File: config.mk
export PLATFORM = sky130hd
export DESIGN_NAME = dlshift_unit
export DESIGN_NICKNAME = d
export VERILOG_FILES = /design/src/rtl/dls_pkg.sv /design/src/rtl/dls_step.sv /design/src/rtl/dls_seq.sv /design/src/rtl/dls_regs.sv /design/src/rtl/dlshift_unit.sv
export SDC_FILE = /design/constraint.sdc
export NUM_CORES = 1
export LEC_CHECK = 0
export BUFFER_PORTS_ARGS = -buffer_cell sky130_fd_sc_hd__buf_2
export CAP_MARGIN = 20
export CORE_ASPECT_RATIO = 1.75
export CORE_UTILIZATION = 30
export DETAILED_ROUTE_END_ITERATION = 6
export PLACE_DENSITY = 0.63
export SYNTH_ARGS = -nofsm -noshare
export SYNTH_HDL_FRONTEND = slang
export SYNTH_SLANG_ARGS = --single-unit
File: constraint.sdc
create_clock -name clk -period 1.29 [get_ports clk]
set_input_delay 0 -clock clk [delete_from_list [all_inputs] [get_ports clk]]
set_output_delay 0 -clock clk [all_outputs]
set_load 0.05 [all_outputs]
File: src/rtl/dls_pkg.sv
package dls_pkg;
  typedef enum logic {
    SH_ROTATE = 1'b0,
    SH_ARITH  = 1'b1
  } shmode_e;
endpackage

File: src/rtl/dls_step.sv
// One right-shift step of the double-length pair; purely combinational.
module dls_step
  import dls_pkg::*;
#(
  parameter int W = 32
) (
  input  shmode_e        mode,
  input  logic [W-1:0]   a_cur,
  input  logic [W-1:0]   r_cur,
  output logic [W-1:0]   a_nxt,
  output logic [W-1:0]   r_nxt
);
  logic top_fill;

  always_comb begin
    top_fill = (mode == SH_ARITH) ? a_cur[W-1] : r_cur[0];
    a_nxt    = {top_fill, a_cur[W-1:1]};
    r_nxt    = {a_cur[0], r_cur[W-1:1]};
  end
endmodule

File: src/rtl/dls_seq.sv
// Run control: step field counting up to its wrap, busy flag, done pulse.
module dls_seq
  import dls_pkg::*;
#(
  parameter int CNT_W = 6
) (
  input  logic             clk,
  input  logic             rst,
  input  logic             start,
  input  shmode_e          mode,
  input  logic [CNT_W-1:0] count_in,
  output logic             busy,
  output shmode_e          mode_q,
  output logic             done
);
  localparam logic [CNT_W-1:0] CNT_LAST = {CNT_W{1'b1}};

  logic [CNT_W-1:0] cnt;
  logic [CNT_W-1:0] cnt_inc;

  assign cnt_inc = cnt + 1'b1;

  always_ff @(posedge clk) begin
    if (rst) begin
      busy   <= 1'b0;
      done   <= 1'b0;
      cnt    <= '0;
      mode_q <= SH_ROTATE;
    end else begin
      done <= 1'b0;
      if (!busy) begin
        if (start) begin
          mode_q <= mode;
          cnt    <= count_in;
          if (count_in == '0) done <= 1'b1;
          else                busy <= 1'b1;
        end
      end else begin
        cnt <= cnt_inc;
        if (cnt_inc == '0) begin
          busy <= 1'b0;
          done <= 1'b1;
        end
      end
    end
  end

  AST_DONE_PULSE: assert property (@(posedge clk) disable iff (rst)
    done |=> !done);
  AST_ZERO_FIELD: assert property (@(posedge clk) disable iff (rst)
    (!busy && start && count_in == '0) |=> (done && !busy));
  AST_RUN_END: assert property (@(posedge clk) disable iff (rst)
    (busy && cnt == CNT_LAST) |=> (done && !busy));
  AST_NO_EARLY_DONE: assert property (@(posedge clk) disable iff (rst)
    (busy && cnt != CNT_LAST) |=> (!done && busy));
endmodule

File: src/rtl/dls_regs.sv
// A and R storage: shift has priority, parallel load only when idle.
module dls_regs #(
  parameter int W = 32
) (
  input  logic         clk,
  input  logic         rst,
  input  logic         step_en,
  input  logic         load,
  input  logic [W-1:0] a_in,
  input  logic [W-1:0] r_in,
  input  logic [W-1:0] a_nxt,
  input  logic [W-1:0] r_nxt,
  output logic [W-1:0] a_q,
  output logic [W-1:0] r_q
);
  always_ff @(posedge clk) begin
    if (rst) begin
      a_q <= '0;
      r_q <= '0;
    end else if (step_en) begin
      a_q <= a_nxt;
      r_q <= r_nxt;
    end else if (load) begin
      a_q <= a_in;
      r_q <= r_in;
    end
  end

  AST_IDLE_HOLD: assert property (@(posedge clk) disable iff (rst)
    (!step_en && !load) |=> ($stable(a_q) && $stable(r_q)));
endmodule

File: src/rtl/dlshift_unit.sv
module dlshift_unit
  import dls_pkg::*;
#(
  parameter int W     = 32,
  parameter int CNT_W = 6
) (
  input  logic             clk,
  input  logic             rst,
  input  logic             start,
  input  logic             mode,
  input  logic [CNT_W-1:0] count_in,
  input  logic             load,
  input  logic [W-1:0]     a_in,
  input  logic [W-1:0]     r_in,
  output logic [W-1:0]     a_out,
  output logic [W-1:0]     r_out,
  output logic             done
);
  logic         busy;
  shmode_e      mode_q;
  logic [W-1:0] a_nxt, r_nxt;

  dls_seq #(.CNT_W(CNT_W)) u_seq (
    .clk(clk), .rst(rst), .start(start), .mode(shmode_e'(mode)),
    .count_in(count_in), .busy(busy), .mode_q(mode_q), .done(done)
  );

  dls_step #(.W(W)) u_step (
    .mode(mode_q), .a_cur(a_out), .r_cur(r_out), .a_nxt(a_nxt), .r_nxt(r_nxt)
  );

  dls_regs #(.W(W)) u_regs (
    .clk(clk), .rst(rst), .step_en(busy), .load(load),
    .a_in(a_in), .r_in(r_in), .a_nxt(a_nxt), .r_nxt(r_nxt),
    .a_q(a_out), .r_q(r_out)
  );

  AST_ROT_KEEPS_ONES: assert property (@(posedge clk) disable iff (rst)
    (busy && mode_q == SH_ROTATE) |=>
      ($countones({a_out, r_out}) == $past($countones({a_out, r_out}))));
  AST_ARI_SIGN: assert property (@(posedge clk) disable iff (rst)
    (busy && mode_q == SH_ARITH) |=> $stable(a_out[W-1]));
  AST_BUSY_NO_LOAD: assert property (@(posedge clk) disable iff (rst)
    (busy && load) |=> (r_out[W-2:0] == $past(r_out[W-1:1])));
endmodule

==> impl_metrics.ini <==
[status]
status = finished, final reports clean

[sta]
fmax_mhz = 811
setup_viol = 0
fin_tns_setup_ns = 0
max-slew-margin-rel_pct = 68.9
period_share_pct = 95.5
skew_ns = 0.00413
rsz0062_at_grt = false
slew_violations = 0
min_period_ns = 1.23
worst_pin_slew_ns = 0.465
finalHoldViolations = 0

[clock_tree]
numCtsBuffers = 9
clockRootBuffer = clkbuf_16
clk_latency_ns = 0.33
cts.reportedPaths.clkPinSlew_ns = 0.06
cts_sinks = 73
cts_tree = yes
clockBufferDepth = 2
cts.htree.levels = 3

[logic_synthesis]
synth-main-ff-cell = dfxtp_1
synth_top_area_cell = dfxtp_1
synth-seq-area-share_pct = 42.2
synth_mux_area_share_pct = 21.1
yosys.cell_types.count = 34
synth_area_sq_um = 3470
yosys.area_share.simple_pct = 18.3
ys_ff_latch = 73
async_flop_share_pct = 0
synth_top_family_by_area = multiplexers
synth.area.top_cells = dfxtp_1 42%, mux2_1 16%, nand2_1 14%
synth_compound_area_share_pct = 12.3
syn_area_per_cell_sq_um = 8.50
syn_nets = 484
synthCells = 408
synth-xor-area-share_pct = 0
netlist.area_leader.share_pct = 42.2
synthAdderAreaFrac_pct = 0.361
synth_edf_count = 0
yosysWarningCount = 0

[routing]
drt_iter0_markers = 122
final_antenna_net_count = 0
drc = 0
vias = 3254
wl_um = 9230
dr.pass1.iters = 4
viasPerCell = 4.78
wire_per_inst_um = 13.5

[floorplan]
die_w_um = 83.3
die_h_um = 144
die_area_sq_um = 12000
io-pin-count = 140
core_sq_um = 11200
rows = 51
start_util_pct = 31.0

[power_and_ir_drop]
power_w = 0.00654
power_per_cell_area_nw_per_um2 = 1400
ir_worst_vdd_v = 0.000718
leakage_nw = 2.15

[placed_design]
post_dp_cell_area_sq_um = 4270
place.gp.congestion = 0.854
io_buffers = 139
hpwl_um = 6790

[grt]
grtUsageTotal_pct = 15.3
grt_pass1_wl_um = 14700
antenna_found_initial = 0
grt_max_degree = 37
grt_pass1_vias = 3085
overflow = 0

[finish]
areaGrowthSynthToFinish_pct = 34.6
n_antenna_cell = 0
final_cell_mix = 139 x buf_2, 133 x nand2_1, 72 x dfxtp_1
drive_gt1_share_pct = 34.1
nNetsFinal = 620
final_common_cell = buf_2
fillCellCount = 1133
fin_area_sq_um = 4670

[setup_path]
path_max_fanout = 5
crit_type = flip-flop to flip-flop
arrival_ns = 1.48
startpoint_type = flip-flop
worst_setup_path_end_kind = flip-flop
cp.required_ns = 1.54

[flow_run]
cap_violations = 0

[hold_path]
hp-class = input pin to flip-flop
[registers in the layout, summed over array words and instances, names as in the netlist]
| register | count |
|---|---|
| u_seq.cnt | 6 |
| u_seq.done | 1 |
| u_seq.busy | 1 |
| u_regs.a_q | 32 |
| u_regs.r_q | 32 |
| u_seq.mode_q | 1 |
[cells in the mapped netlist (2+ instances only)]
cell      count
and3_1        3
inv_1         3
clkbuf_1      9
mux2_1       48
buf_6         7
buf_4         3
nor4_1        3
mux2_2       16
nand2_1     133
buf_1         2
a21oi_1      68
or3_1         2
a211oi_1      2
dfxtp_1      73
nor2_1        4
nor2b_1       4
buf_2         9
nand3_1       3
[path summary, 6_finish.rpt]
| kind | startpoint | to | slack [ns] | cells past startpoint |
|---|---|---|---|---|
| max | u_seq.cnt[0] | u_seq.cnt[4] | 0.06 | 4 |
| max reg2reg | u_seq.cnt[0] | u_seq.cnt[4] | 0.06 | 4 |
| min | count_in[3] | u_seq.cnt[3] | 0.03 | 3 |
| min reg2reg | u_regs.a_q[10] | u_regs.a_q[9] | 0.46 | 2 |
[through the flow]
stage / cells / util [%] / worst slack (ns) / hold slack, ns
2_1_floorplan: 408 / - / 0.135 / 0.136
3_3_place_gp: 659 / 38.2 / 0.0677 / 0.268
3_5_place_dp: 659 / 38.2 / 0.0282 / 0.272
4_1_cts: 681 / 41.7 / 0.0279 / 0.0107
5_1_grt: 681 / 41.8 / 0.00214 / 0.0608
6_report: 681 / 41.8 / 0.0576 / 0.0263
[cell type report]
class	count	area (sq um)	share of cell area, %
Timing Repair Buffer	156	892	19.1
Inverter	3	11.3	0.241
Clock buffer	9	225	4.82
Multi-Input combinational cell	301	1810	38.8
Tap cell	132	165	3.54
Clock inverter	7	101	2.17
Sequential cell	73	1460	31.3
[cell families (layout without fill, tap and decap cells)]
group | count (synthesis) | in the layout
compound gates | 79 | 79
simple gates | 156 | 156
flops | 73 | 73
buf+inv | 34 | 175
mux | 65 | 65
fa+ha+maj | 1 | 1
[worst max-delay path: stages (launching register included)]
cell,delay [ns]
dfxtp_1,0.34
ha_2,0.21
and3_1,0.22
and3_1,0.20
nor4_2,0.19
[where the power goes]
part | internal, W | switching, W | leakage (nW)
sequential | 0.00240 | 0.000120 | 0.600
combinational | 0.000456 | 0.000860 | 1.39
clock | 0.00171 | 0.000991 | 0.153
total | 0.00457 | 0.00197 | 2.15
[metal layers]
| layer | vias up | track usage, % | wire (um) |
|---|---|---|---|
| met3 | 11 | 3.54 | 451 |
| li1 | 1661 | - | - |
| met5 | - | 0 | 0 |
| met2 | 101 | 28.1 | 4820 |
| met4 | 0 | 5.26 | 138 |
| met1 | 1481 | 17.2 | 3810 |
[repair_timing]
item / 4_1_cts / 5_1_grt
endpoints found under the setup margin: 0 / 2
hold endpoints to repair: 6 / 0
buffers inserted: 0 / 0
resized for setup: 0 / 3
hold buffers: 6 / 0
(Power assumes the default switching activity.)
